**config.mk**
```make
export PLATFORM = sky130hd
export DESIGN_NAME = rxring_rx_dma
export DESIGN_NICKNAME = d
export VERILOG_FILES = /design/src/rtl/rxring_pkg.sv /design/src/rtl/rxring_datapath.sv /design/src/rtl/rxring_ctrl.sv /design/src/rtl/rxring_rx_dma.sv
export SDC_FILE = /design/constraint.sdc
export NUM_CORES = 1
export LEC_CHECK = 0
export BUFFER_PORTS_ARGS = -buffer_cell sky130_fd_sc_hd__buf_4
export CORE_UTILIZATION = 51
export DETAILED_ROUTE_END_ITERATION = 8
export HOLD_SLACK_MARGIN = 0.12
export PLACE_DENSITY = 0.75
export SLEW_MARGIN = 5
export SYNTH_ARGS = -nofsm -noshare
export SYNTH_HDL_FRONTEND = slang
export SYNTH_SLANG_ARGS = --single-unit
```
**constraint.sdc**
```tcl
create_clock -name clk -period 6.3 [get_ports clk]
set_input_delay 0.315 -clock clk [delete_from_list [all_inputs] [get_ports clk]]
set_output_delay 0.315 -clock clk [all_outputs]
set_load 0.01 [all_outputs]
```
**src/rtl/rxring_pkg.sv**
```systemverilog
package rxring_pkg;
  localparam int unsigned SOF_BIT = 14;
  localparam int unsigned EOF_BIT = 15;
  localparam int unsigned DESC_BYTES = 8;

  typedef enum logic [2:0] {
    OP_NONE, OP_RDDESC, OP_WRDATA, OP_WRSTAT, OP_WROWN
  } memOp_e;

  typedef struct packed {
    memOp_e op;
    logic   holdPop;
    logic   dropStart;
    logic   offClr;
    logic   lenClr;
    logic   ptrAdv;
    logic   descLoad;
    logic   setBna;
    logic   setFrm;
    logic   statFirst;
    logic   statLast;
  } ctlStrobe_t;
endpackage

```
**src/rtl/rxring_datapath.sv**
```systemverilog
module rxring_datapath
  import rxring_pkg::*;
#(
  parameter int unsigned AW = 32,
  parameter int unsigned BUF_BYTES = 128,
  parameter int unsigned LEN_W = 12
) (
  input  logic          clk,
  input  logic          rstN,
  input  ctlStrobe_t    ctl,
  input  logic          inValid,
  input  logic [7:0]    inByte,
  input  logic          inSof,
  input  logic          inEof,
  input  logic          baseWe,
  input  logic [AW-1:0] baseData,
  input  logic [2:0]    statClr,
  input  logic          memAck,
  input  logic [31:0]   memRdata,
  output logic          memReq,
  output logic          memWe,
  output logic [3:0]    memBe,
  output logic [AW-1:0] memAddr,
  output logic [31:0]   memWdata,
  output logic          holdFull,
  output logic          holdSof,
  output logic          holdEof,
  output logic          descOwned,
  output logic          bufLast,
  output logic [2:0]    statusBits
);
  localparam int unsigned OFF_W = $clog2(BUF_BYTES);

  logic [7:0]       holdByte;
  logic             dropping, dropAct, takeByte, ovfEvt, wrDone;
  logic [OFF_W-1:0] offset;
  logic [LEN_W-1:0] frameLen, lenField;
  logic [AW-1:0]    ringBase, ringPtr, descWord, bufBase, dataAddr;
  logic [31:0]      statWord;

  assign dropAct  = dropping | ctl.dropStart;
  assign takeByte = inValid && !dropAct && (!holdFull || ctl.holdPop);
  assign ovfEvt   = inValid && !dropAct && holdFull && !ctl.holdPop;
  assign wrDone   = (ctl.op == OP_WRDATA) && memAck;

  assign descOwned = descWord[0];
  assign bufLast   = (offset == OFF_W'(BUF_BYTES - 1));
  assign bufBase   = descWord & ~AW'(3);
  assign dataAddr  = bufBase + AW'(offset);
  assign lenField  = ctl.statLast ? frameLen : '0;
  assign statWord  = 32'(lenField) | (32'(ctl.statFirst) << SOF_BIT)
                   | (32'(ctl.statLast) << EOF_BIT);

  // hold register and frame drop tracking
  always_ff @(posedge clk or negedge rstN) begin
    if (!rstN) begin
      holdFull <= 1'b0;
      holdByte <= '0;
      holdSof  <= 1'b0;
      holdEof  <= 1'b0;
      dropping <= 1'b0;
    end else begin
      if (takeByte) begin
        holdFull <= 1'b1;
        holdByte <= inByte;
        holdSof  <= inSof;
        holdEof  <= inEof;
      end else if (ctl.holdPop) begin
        holdFull <= 1'b0;
      end
      if (ctl.dropStart)
        dropping <= !(holdFull && holdEof) && !(inValid && inEof);
      else if (dropping && inValid && inEof)
        dropping <= 1'b0;
    end
  end

  // pointers, counters, descriptor copy, status
  always_ff @(posedge clk or negedge rstN) begin
    if (!rstN) begin
      ringBase   <= '0;
      ringPtr    <= '0;
      descWord   <= '0;
      offset     <= '0;
      frameLen   <= '0;
      statusBits <= '0;
    end else begin
      if (baseWe) begin
        ringBase <= baseData & ~AW'(7);
        ringPtr  <= baseData & ~AW'(7);
      end else if (ctl.ptrAdv) begin
        ringPtr <= descWord[1] ? ringBase : ringPtr + AW'(DESC_BYTES);
      end
      if (ctl.descLoad) descWord <= memRdata[AW-1:0];
      if (ctl.offClr) offset <= '0;
      else if (wrDone) offset <= offset + 1'b1;
      if (ctl.lenClr) frameLen <= '0;
      else if (wrDone) frameLen <= frameLen + 1'b1;
      statusBits <= (statusBits & ~statClr) | {ctl.setBna, ctl.setFrm, ovfEvt};
    end
  end

  always_comb begin
    memReq   = (ctl.op != OP_NONE);
    memWe    = memReq && (ctl.op != OP_RDDESC);
    memBe    = 4'hF;
    memAddr  = ringPtr;
    memWdata = '0;
    unique case (ctl.op)
      OP_WRDATA: begin
        memAddr  = dataAddr;
        memBe    = 4'b0001 << dataAddr[1:0];
        memWdata = {4{holdByte}};
      end
      OP_WRSTAT: begin
        memAddr  = ringPtr + AW'(4);
        memWdata = statWord;
      end
      OP_WROWN: memWdata = 32'(descWord | AW'(1));
      default: ;
    endcase
  end


  req_hold_chk: assert property (@(posedge clk) disable iff (!rstN)
    memReq && !memAck && !baseWe |=> memReq && $stable(memAddr)
      && $stable(memWdata) && $stable(memWe));


  desc_align_chk: assert property (@(posedge clk) disable iff (!rstN)
    memReq && (ctl.op != OP_WRDATA) |-> memAddr[1:0] == 2'b00);


  ovf_cause_chk: assert property (@(posedge clk) disable iff (!rstN)
    $rose(statusBits[0]) |-> $past(inValid && holdFull));
endmodule

```
**src/rtl/rxring_ctrl.sv**
```systemverilog
module rxring_ctrl
  import rxring_pkg::*;
(
  input  logic       clk,
  input  logic       rstN,
  input  logic       baseWe,
  input  logic       memAck,
  input  logic       rdOwned,
  input  logic       holdFull,
  input  logic       holdSof,
  input  logic       holdEof,
  input  logic       descOwned,
  input  logic       bufLast,
  output ctlStrobe_t ctl
);
  typedef enum logic [2:0] {S_FETCH, S_IDLE, S_DATA, S_STAT, S_OWN} state_e;

  state_e state, nextState;
  logic   midFrame, nMid, lastSeg, nLast, firstSeg, nFirst;

  always_ff @(posedge clk or negedge rstN) begin
    if (!rstN) begin
      state    <= S_FETCH;
      midFrame <= 1'b0;
      lastSeg  <= 1'b0;
      firstSeg <= 1'b0;
    end else begin
      state    <= nextState;
      midFrame <= nMid;
      lastSeg  <= nLast;
      firstSeg <= nFirst;
    end
  end

  always_comb begin
    ctl       = '0;
    nextState = state;
    nMid      = midFrame;
    nLast     = lastSeg;
    nFirst    = firstSeg;
    unique case (state)
      S_FETCH: begin
        ctl.op = OP_RDDESC;
        if (memAck) begin
          ctl.descLoad = 1'b1;
          if (midFrame) begin
            nMid = 1'b0;
            if (!rdOwned) begin
              nextState  = S_DATA;
              ctl.offClr = 1'b1;
            end else begin
              ctl.setBna    = 1'b1;
              ctl.dropStart = 1'b1;
              ctl.holdPop   = holdFull;
            end
          end else begin
            nextState = S_IDLE;
          end
        end
      end
      S_IDLE: begin
        if (holdFull) begin
          if (!holdSof) begin
            ctl.holdPop = 1'b1;
          end else if (descOwned) begin
            ctl.setBna    = 1'b1;
            ctl.dropStart = 1'b1;
            ctl.holdPop   = 1'b1;
          end else begin
            nextState  = S_DATA;
            ctl.offClr = 1'b1;
            ctl.lenClr = 1'b1;
            nFirst     = 1'b1;
          end
        end else if (descOwned) begin
          nextState = S_FETCH;
        end
      end
      S_DATA: begin
        if (holdFull) begin
          ctl.op = OP_WRDATA;
          if (memAck) begin
            ctl.holdPop = 1'b1;
            if (holdEof) begin
              nLast     = 1'b1;
              nextState = S_STAT;
            end else if (bufLast) begin
              nLast     = 1'b0;
              nextState = S_STAT;
            end
          end
        end
      end
      S_STAT: begin
        ctl.op        = OP_WRSTAT;
        ctl.statFirst = firstSeg;
        ctl.statLast  = lastSeg;
        if (memAck) nextState = S_OWN;
      end
      S_OWN: begin
        ctl.op = OP_WROWN;
        if (memAck) begin
          ctl.ptrAdv = 1'b1;
          ctl.setFrm = lastSeg;
          nFirst     = 1'b0;
          nMid       = !lastSeg;
          nextState  = S_FETCH;
        end
      end
      default: nextState = S_FETCH;
    endcase
    if (baseWe) begin
      nextState = S_FETCH;
      nMid      = 1'b0;
    end
  end


  no_owned_write_chk: assert property (@(posedge clk) disable iff (!rstN)
    state == S_DATA |-> !descOwned);


  data_byte_chk: assert property (@(posedge clk) disable iff (!rstN)
    state == S_DATA && ctl.op == OP_WRDATA |-> holdFull);
endmodule

```
**src/rtl/rxring_rx_dma.sv**
```systemverilog
module rxring_rx_dma
  import rxring_pkg::*;
#(
  parameter int unsigned AW = 32,
  parameter int unsigned BUF_BYTES = 128,
  parameter int unsigned LEN_W = 12
) (
  input  logic          clk,
  input  logic          rstN,
  input  logic          inValid,
  input  logic [7:0]    inByte,
  input  logic          inSof,
  input  logic          inEof,
  input  logic          baseWe,
  input  logic [AW-1:0] baseData,
  input  logic [2:0]    statClr,
  input  logic          irqEn,
  output logic [2:0]    statusBits,
  output logic          irq,
  output logic          memReq,
  output logic          memWe,
  output logic [3:0]    memBe,
  output logic [AW-1:0] memAddr,
  output logic [31:0]   memWdata,
  input  logic [31:0]   memRdata,
  input  logic          memAck
);
  ctlStrobe_t ctl;
  logic holdFull, holdSof, holdEof, descOwned, bufLast;

  rxring_ctrl i_ctrl (
    .clk, .rstN, .baseWe, .memAck,
    .rdOwned(memRdata[0]),
    .holdFull, .holdSof, .holdEof, .descOwned, .bufLast,
    .ctl
  );

  rxring_datapath #(.AW(AW), .BUF_BYTES(BUF_BYTES), .LEN_W(LEN_W)) i_dp (
    .clk, .rstN, .ctl, .inValid, .inByte, .inSof, .inEof,
    .baseWe, .baseData, .statClr, .memAck, .memRdata,
    .memReq, .memWe, .memBe, .memAddr, .memWdata,
    .holdFull, .holdSof, .holdEof, .descOwned, .bufLast, .statusBits
  );

  assign irq = statusBits[1] & irqEn;


  irq_follow_chk: assert property (@(posedge clk) disable iff (!rstN)
    irq |-> statusBits[1] && irqEn);
endmodule

```
## Yosys cells after proc, flatten, opt, wreduce, memory -nomap -nowiden

Index checks and enable logic that the tools add are counted.
Widths: inputs -> output; s select.

| word-level totals | value |
|---|---|
| register bits | 133 |
| bits of input ports | 83 |
| output and inout port bits | 74 |
| logic and storage cells | 150 |

| cells by class | value |
|---|---|
| $add $sub $neg | 5 |
| eq/ne operators | 23 |
| shift-type cells | 1 |
| mux-type cells | 67 |
| bitwise logic cells | 7 |
| reduce and logical (&&, ||, !) cells | 32 |

Operators with widths:

| kind | number |
|---|---|
| $mux 32 | 3 |
| $pmux 32 s3 | 1 |
| $pmux 32 s2 | 1 |
| $mux 3 | 18 |
| $mux 12 | 3 |
| $add 32x3->32 const B | 1 |
| $add 32x4->32 const B | 1 |
| $add 32x7->32 | 1 |
| $or 32x16->32 | 1 |
| $mux 1 | 25 |
| $or 12x15->15 | 1 |
| $pmux 3 s5 | 1 |
| $mux 7 | 2 |
| $reduce_bool 2->1 | 7 |
| $add 12x1->12 const B | 1 |
| $eq 3x2->1 const B | 4 |
| $ne 3x3->1 const B | 4 |
| $ne 4x4->1 const B | 3 |
| $pmux 3 s4 | 1 |
| $logic_and 1x1->1 | 11 |
| $mux 2 | 5 |
| $reduce_and 10->1 | 1 |
| $mux 4 | 2 |
| $add 7x1->7 const B | 1 |
| 25 further kinds | 36 |

## Logic depth before layout (Yosys ltp)

Gate-level depths: netlist of the first run.

| logic depth | value |
|---|---|
| depth after elaboration | 10 |
| gate-level depth with buffers | 9 |
| depth with buffers taken out | 8 |

## Modules after synthesis

A second synthesis of the first run with hierarchy kept.

| second synthesis, totals | value |
|---|---|
| cells, all modules | 901 |
| area, all modules | 7,822.5 µm² |

By module, submodules not included:

| module | times used | cells an instance | area each (µm²) | seq. area each (µm²) |
|---|---|---|---|---|
| rxring_datapath | 1 | 831 | 7,262.0 | 3,103.0 |
| rxring_ctrl | 1 | 69 | 554.3 | 150.1 |
| rxring_rx_dma | 1 | 1 | 6.3 | 0.0 |

## Worst setup path after synthesis of the first run

No wires, ideal clock.

| path | value |
|---|---|
| path kind | reg-to-output |
| from | register i_dp.offset[2] |
| to | output port memAddr[18] |
| arrival time | 2,239 ps |
| data required time | 5,985 ps |
| slack | 3,746 ps |
| stages on the path, launching flop included | 10 |
| buffers on the path | 1 |
| cell sequence | dfrtp_1 > ha_1 > inv_1 > fa_1 > nor2b_1 > o2111ai_1 > clkbuf_1 > a211oi_1 > xnor2_1 > o21ai_0 |

| between the ends | value |
|---|---|
| word-level cells in the longest chain between the ends | 2 |

Ends and longest elaborated chain:

| what | RTL line | source |
|---|---|---|
| start, declared | rxring_datapath.sv:36 | `logic [OFF_W-1:0] offset;` |
| start signal, assigned | rxring_datapath.sv:96 | `else if (wrDone) offset <= offset + 1'b1;` |
| $add 32x7->32 | rxring_datapath.sv:49 | `assign dataAddr = bufBase + AW'(offset);` |
| $pmux 32 s2 | rxring_datapath.sv:109 | `unique case (ctl.op)` |
| end, declared | rxring_rx_dma.sv:23 | `output logic [AW-1:0] memAddr,` |

No other way between the ends.

## Worst setup path in the final report of the first run

| path | value |
|---|---|
| from | register i_dp.offset[2] |
| to | output port memAddr[20] |

Same word-level chain as after synthesis.

==> impl_results.md, run 1 <==
* CP Launch Type: flop
* Drt pass-1 iters at 6
* HP Class: in -> reg
* Crit Path Class: reg -> out
* Clock buffer depth at 2
* Fin cells at 1264
* Synth cell count leaders: dfrtp_1, nand2_1, o21ai_0
* Critical Path AT at 3.08 ns
* Final worst path period need at 3.40 ns
* Core box area at 15200 sq um
* Remaining Overflow, GRT at 0
* Slowest stage delay, CP at 0.47 ns
* Row cnt at 45
* Most used DFF post-synth: dfrtp_1
* Synth area leader: dfrtp_1
* Cell count after synthesis at 889
* Clk slew on worst S/H paths at 0.06 ns
* Total GRT Usage at 29.0%
* YS warnings at 0
* Area growth from synthesis to layout at 29.9%
* Worst-Margin Slew at 1.18 ns
* Final hold vios at 0
* Port Buf Inserts at 153
* Clock root buffer: clkbuf_16
* # clock sinks at 130
* Synth top area cells: dfrtp_1, nand2_1, mux2_2
* Die W at 127 microns
* Pwr dens at 366 nW/um^2
* Antenna violations before repair at 0
* Routed length per instance at 18.0 microns
* Post-synth EDFFs at 0
* RePlAce Congestion at 0.891
* Initial Util at 52.3%
* Vias at 7485
* Asr flop ratio synth at 100%
* Fin area at 10300 sq um
* Share of cells above drive strength 1 at 24.2%
* Syn Area/Cell at 8.95 sq um
* R2r setup slk at 3.64 ns
* First DRT Iteration DRCs at 724
* CP required at 5.98 ns
* Clock Skew at 0.00695 ns
* Unique cell type count in the Yosys netlist at 76
* Vias in the first global route at 7057
* Routed wire length at 22800 microns
* Die area at 16100 sq um
* Detailed Place HPWL at 15300 microns
* # IOs at 157
* Drt drc at 0
* ANT nets after route at 0
* CTS tree: yes
* Crit path capture type: output pin
* First-pass GRT wire length at 36500 microns
* Clk_lat worst skew at 0.43 ns
* Crit-path cells: ha_1, inv_1, fa_1, nor2b_1, o2111ai_1, buf_4, a2111oi_1, xnor2_1, o21ai_1, buf_4
* Worst IR Drop VDD at 0.223 mV
* Yosys reg bits at 130
* Mapped cell area at 7950 sq um
* Seq/Total Area, Yosys at 40.9%
* Vias per cell at 5.92
* Placed inst area at 9180 sq um
* Setup violators final at 0
* Final slew viol count at 0
* Nets at 1158
* Largest net degree at the start of global routing at 97
* Most common cell in the netlist: dfrtp_1
* Dpl cells at 1181
* Syn nets at 984
* CP Max Fanout at 12
* Period utilization at 53.9%
* Num CTS Buffers at 17
* Critical path's slowest cell: a2111oi_1
* Reported leakage power at 4.56 nW
* Top-area cell type share of the netlist area at 40.9%
* Relative slew slack at 21.4%
* CP dominant cell by count: buf_4
* Maxcap violations at 0
* F_max at 294 MHz
* H-Tree Depth at 4
* Height of the die at 127 microns
* Status: finished, final reports clean
* Final setup TNS at 0 ns
* Ant diodes at 0
* RSZ-0062 raised after global routing: no
final timing paths:
check                                startpoint                 to  cells after the start
max in group asynchronous                  rstN  i_dp.descWord[23]                      3
worst max register to register  i_ctrl.state[1]      i_dp.dropping                      7
min in group asynchronous                  rstN   i_dp.ringBase[6]                      2
worst min register to register  i_ctrl.firstSeg    i_ctrl.firstSeg                      2
worst min-delay path               memRdata[27]  i_dp.descWord[27]                      2
worst max-delay path             i_dp.offset[2]        memAddr[20]                     10
stage by stage:
stage          util [%]  total power [mW]  setup WS (ns)  hold slack [ns]
3_5_place_dp       60.4              2.65           3.38            0.443
3_3_place_gp       60.4              2.63           3.40            0.445
2_1_floorplan         -              2.13           3.75           0.0194
5_1_grt            67.9              3.98           2.73            0.125
4_1_cts            67.9              3.77           2.92            0.121
6_report           67.9              3.78           2.90            0.125
cell families (layout without fill, tap and decap cells):
group / count (synthesis) / in the layout / synth area share (%)
simple gates: 309 / 309 / 19.6
buf+inv: 105 / 292 / 5.27
flops: 130 / 130 / 40.9
xor+xnor: 55 / 55 / 6.06
fa+ha+maj: 12 / 12 / 1.98
mux: 45 / 45 / 6.31
compound gates: 233 / 233 / 19.9
worst max-delay path, delay by kind of cell (launching register included):
family,cells,cell delay (ns)
AO/OA/AOI/OAI,3,0.80
XOR/XNOR,1,0.14
adder cells (fa/ha/maj),2,0.62
buffers and inverters,3,0.44
flip-flops,1,0.46
AND/OR/NAND/NOR,1,0.17
final cells by class:
class	instances	area, sq um
clock buffer	18	429
clock inverter	14	211
fill	1187	4870
inverter	47	176
multi-input combinational	654	4300
sequential	130	3250
tap	188	235
timing repair buffer	213	1730
power by group:
| group | total (mW) | leakage, nW | internal [mW] | switching (mW) |
|---|---|---|---|---|
| Sequential | 1.38 | 1.60 | 1.05 | 0.329 |
| Clock | 1.08 | 0.298 | 0.699 | 0.376 |
| Combinational | 1.32 | 2.66 | 0.635 | 0.687 |
cells in the final DEF, fill, tap and decap left out, drive strengths merged, types with 4 or more instances in the layout:
cell,Yosys,final
bufinv,0,5
nand4,19,19
o21ai,88,88
dlygate4sd3,0,51
a22o,8,8
mux2i,4,4
and2,10,10
clkinv,1,4
and4,4,4
nor4,5,5
nand2b,5,5
a21o,13,13
clkbuf,43,18
a211oi,16,16
a2111oi,8,8
a21oi,39,39
o211ai,5,5
nand2,128,128
xor2,14,14
ha,11,11
nand3,30,30
buf,15,162
mux2,41,41
dfrtp,130,130
nor2,37,37
o221ai,9,9
a31oi,7,7
clkinvlp,0,5
inv,46,47
a221o,8,8
nor2b,8,8
a222oi,4,4
and3,14,14
a22oi,5,5
nor3,29,29
xnor2,41,41
what timing repair did:
action	CTS	global route
buffers inserted	0	0
gates resized for setup	0	0
hold buffers	51	0
hold endpoints to repair	110	0
routing by layer:
layer  routed length, microns  track usage (%)
met1                    10100             39.6
met4                      574             12.2
met5                        0                0
met2                    10600             44.9
met3                     1550             6.16
state kept, by name, summed over array words and instances (netlist names), 3 cells and up:
register         cells
i_dp.frameLen       12
i_dp.holdByte        8
i_dp.ringPtr        29
i_ctrl.state         3
i_dp.statusBits      3
i_dp.ringBase       29
i_dp.offset          7
i_dp.descWord       32
Power figures use the tool's default switching activity.
==> run 2, diff against run 1 <==
==> constraint.sdc (replaced) <==
create_clock -name clk -period 3.3 [get_ports clk]
set_input_delay 0.165 -clock clk [delete_from_list [all_inputs] [get_ports clk]]
set_output_delay 0.165 -clock clk [all_outputs]
set_load 0.01 [all_outputs]
==> run 2 against run 1 <==
  * Non-clock buffer count rose by 36
  * Global-route usage increased by 1.0 points
  * Total power grew 87%
  * Cell count grew 2.7%
  * Die area did not move
  * Core utilization increased by 1.9 points
  * Sequential share of layout area shrank 0.83 points
==> impl_results.md, run 2 (synthesized netlist as in run 1, its figures left out) <==
* Crit Path Class: reg -> out (unchanged)
* Critical Path AT at 3.02 ns (was 3.08 ns)
* Port Buf Inserts at 153 (unchanged)
* First-pass GRT wire length at 37800 microns (was 36500 microns)
* Most common cell after layout, fill and taps aside: buf_4 (unchanged)
* Routed length per instance at 18.2 microns (was 18.0 microns)
* Hold slack at 0.204 ns (was 0.125 ns)
* Pre-CTS setup slack at 0.500 ns (was 3.38 ns)
* Hold path startpoint: baseWe (was memRdata[27])
* CP required at 3.13 ns (was 5.98 ns)
* Reported leakage power at 4.70 nW (was 4.56 nW)
* CP Launch Type: flop (unchanged)
* Drt drc at 0 (unchanged)
* Max FFs per register at 32 (unchanged)
* Ant diodes at 0 (unchanged)
* Met1 Wirelength at 10200 microns (was 10100 microns)
* Pwr dens at 665 nW/um^2 (was 366 nW/um^2)
* Die W at 127 microns (unchanged)
* Vias in the first global route at 7440 (was 7057)
* Worst IR Drop VDD at 0.455 mV (was 0.223 mV)
* Crit path capture type: output pin (unchanged)
* WL met3 at 1600 microns (was 1550 microns)
* Num CTS Buffers at 17 (unchanged)
* Setup violators final at 0 (unchanged)
* Total GRT Usage at 30.0% (was 29.0%)
* FF-to-FF Start: i_ctrl.state[2] (was i_ctrl.state[1])
* Antenna violations before repair at 0 (unchanged)
* Status: finished, final reports clean (unchanged)
* Final hold vios at 0 (unchanged)
* Final core occ at 69.8% (was 67.9%)
* Core box area at 15200 sq um (unchanged)
* CP Max Fanout at 7 (was 12)
* ANT nets after route at 0 (unchanged)
* Top flop regs: i_dp.descWord: 32 flops, i_dp.ringBase: 29 flops, i_dp.ringPtr: 29 flops (unchanged)
* Setup WS post-layout at 0.120 ns (was 2.90 ns)
* Most frequent cells in the layout: buf_4, dfrtp_1, nand2_1 (unchanged)
* Fin cells at 1298 (was 1264)
* Vias at 7629 (was 7485)
* Relative slew slack at 36.7% (was 21.4%)
* Dpl cells at 1189 (was 1181)
* Placed inst area at 9250 sq um (was 9180 sq um)
* Clock buffer depth at 2 (unchanged)
* # clock sinks at 130 (unchanged)
* Drt pass-1 iters at 5 (was 6)
* RePlAce Congestion at 0.929 (was 0.891)
* Height of the die at 127 microns (unchanged)
* Remaining Overflow, GRT at 0 (unchanged)
* Maxcap violations at 0 (unchanged)
* Uppermost layer routed: met4 (unchanged)
* H-Tree Depth at 4 (unchanged)
* Period utilization at 96.4%
* Clock Skew at 0.00782 ns (was 0.00695 ns)
* Row cnt at 45 (unchanged)
* R2r setup slk at 0.86 ns (was 3.64 ns)
* Vias per cell at 5.88 (was 5.92)
* CP endpoint: memAddr[10] (was memAddr[20])
* Area growth from synthesis to layout at 33.4% (was 29.9%)
* Largest net degree at the start of global routing at 71 (was 97)
* Nets at 1194 (was 1158)
* Top reg by flops: i_dp.descWord (unchanged)
* Die area at 16100 sq um (unchanged)
* Final setup TNS at 0 ns (unchanged)
* F_max at 314 MHz
* # IOs at 157 (unchanged)
* Worst setup startpoint: i_dp.offset[2] (unchanged)
* Routed wire length at 23600 microns (was 22800 microns)
* Clock root buffer: clkbuf_16 (unchanged)
* Final slew viol count at 0 (unchanged)
* Initial Util at 52.3% (unchanged)
* Tot Pwr at 7.06 mW (was 3.78 mW)
* Share of cells above drive strength 1 at 24.1% (was 24.2%)
* R2R depth at 5 (was 7)
* Detailed Place HPWL at 15900 microns (was 15300 microns)
* HP Class: in -> reg (unchanged)
* CTS tree: yes (unchanged)
* Met2 routed WL at 11200 microns (was 10600 microns)
* Fin area at 10600 sq um (was 10300 sq um)
* Worst-Margin Slew at 0.950 ns (was 1.18 ns)
* Clk slew on worst S/H paths at 0.05 ns (was 0.06 ns)
* Clk_lat worst skew at 0.42 ns (was 0.43 ns)
* FF-to-FF End: i_dp.offset[5] (was i_dp.dropping)
* First DRT Iteration DRCs at 649 (was 724)
* Final worst path period need at 3.18 ns
## run 2: routing by layer
layer | global-route usage, % | vias to the layer above
met1 | 39.0 | 3697
met3 | 6.79 | 40
met5 | 0 | -
met2 | 49.1 | 282
li1 | - | 3610
met4 | 11.2 | 0
## run 2: cell type report
| type | instances | area (sq um) |
|---|---|---|
| Clock inverter | 4 | 47.5 |
| Timing Repair Buffer | 249 | 2080 |
| Multi-Input combinational cell | 654 | 4300 |
| Sequential cell | 130 | 3250 |
| Fill cell | 1171 | 4590 |
| Clock buffer | 26 | 519 |
| Inverter | 47 | 176 |
| Tap cell | 188 | 235 |
## run 2: worst min path at each step
stage          cells after the start               end  slack [ns]
2_1_floorplan                      0   i_ctrl.firstSeg       -0.13
3_3_place_gp                       1   i_dp.ringPtr[5]        0.13
3_5_place_dp                       1  i_dp.ringBase[5]        0.13
4_1_cts                            2   i_ctrl.state[2]        0.18
5_1_grt                            2   i_ctrl.state[2]        0.21
6_report                           2   i_ctrl.state[2]        0.20
## run 2: timing repair
action                     CTS  global route
hold buffers                78             0
setup endpoints to repair    0             2
resized for setup            0             2
hold endpoints to repair   132             0
setup buffers                0             1
## run 2: worst max-delay path: stages, from the launching register on
cell,delay (ns)
dfrtp_2,0.42
ha_1,0.18
inv_1,0.05
fa_1,0.40
nor2b_1,0.22
o2111ai_2,0.24
buf_4,0.21
a21oi_1,0.16
xnor2_1,0.09
o21ai_0,0.41
buf_4,0.21
## run 2: report_power, final
part / switching, mW / internal, mW
clock: 0.672 / 1.15
combinational: 1.35 / 1.26
sequential: 0.631 / 2.01
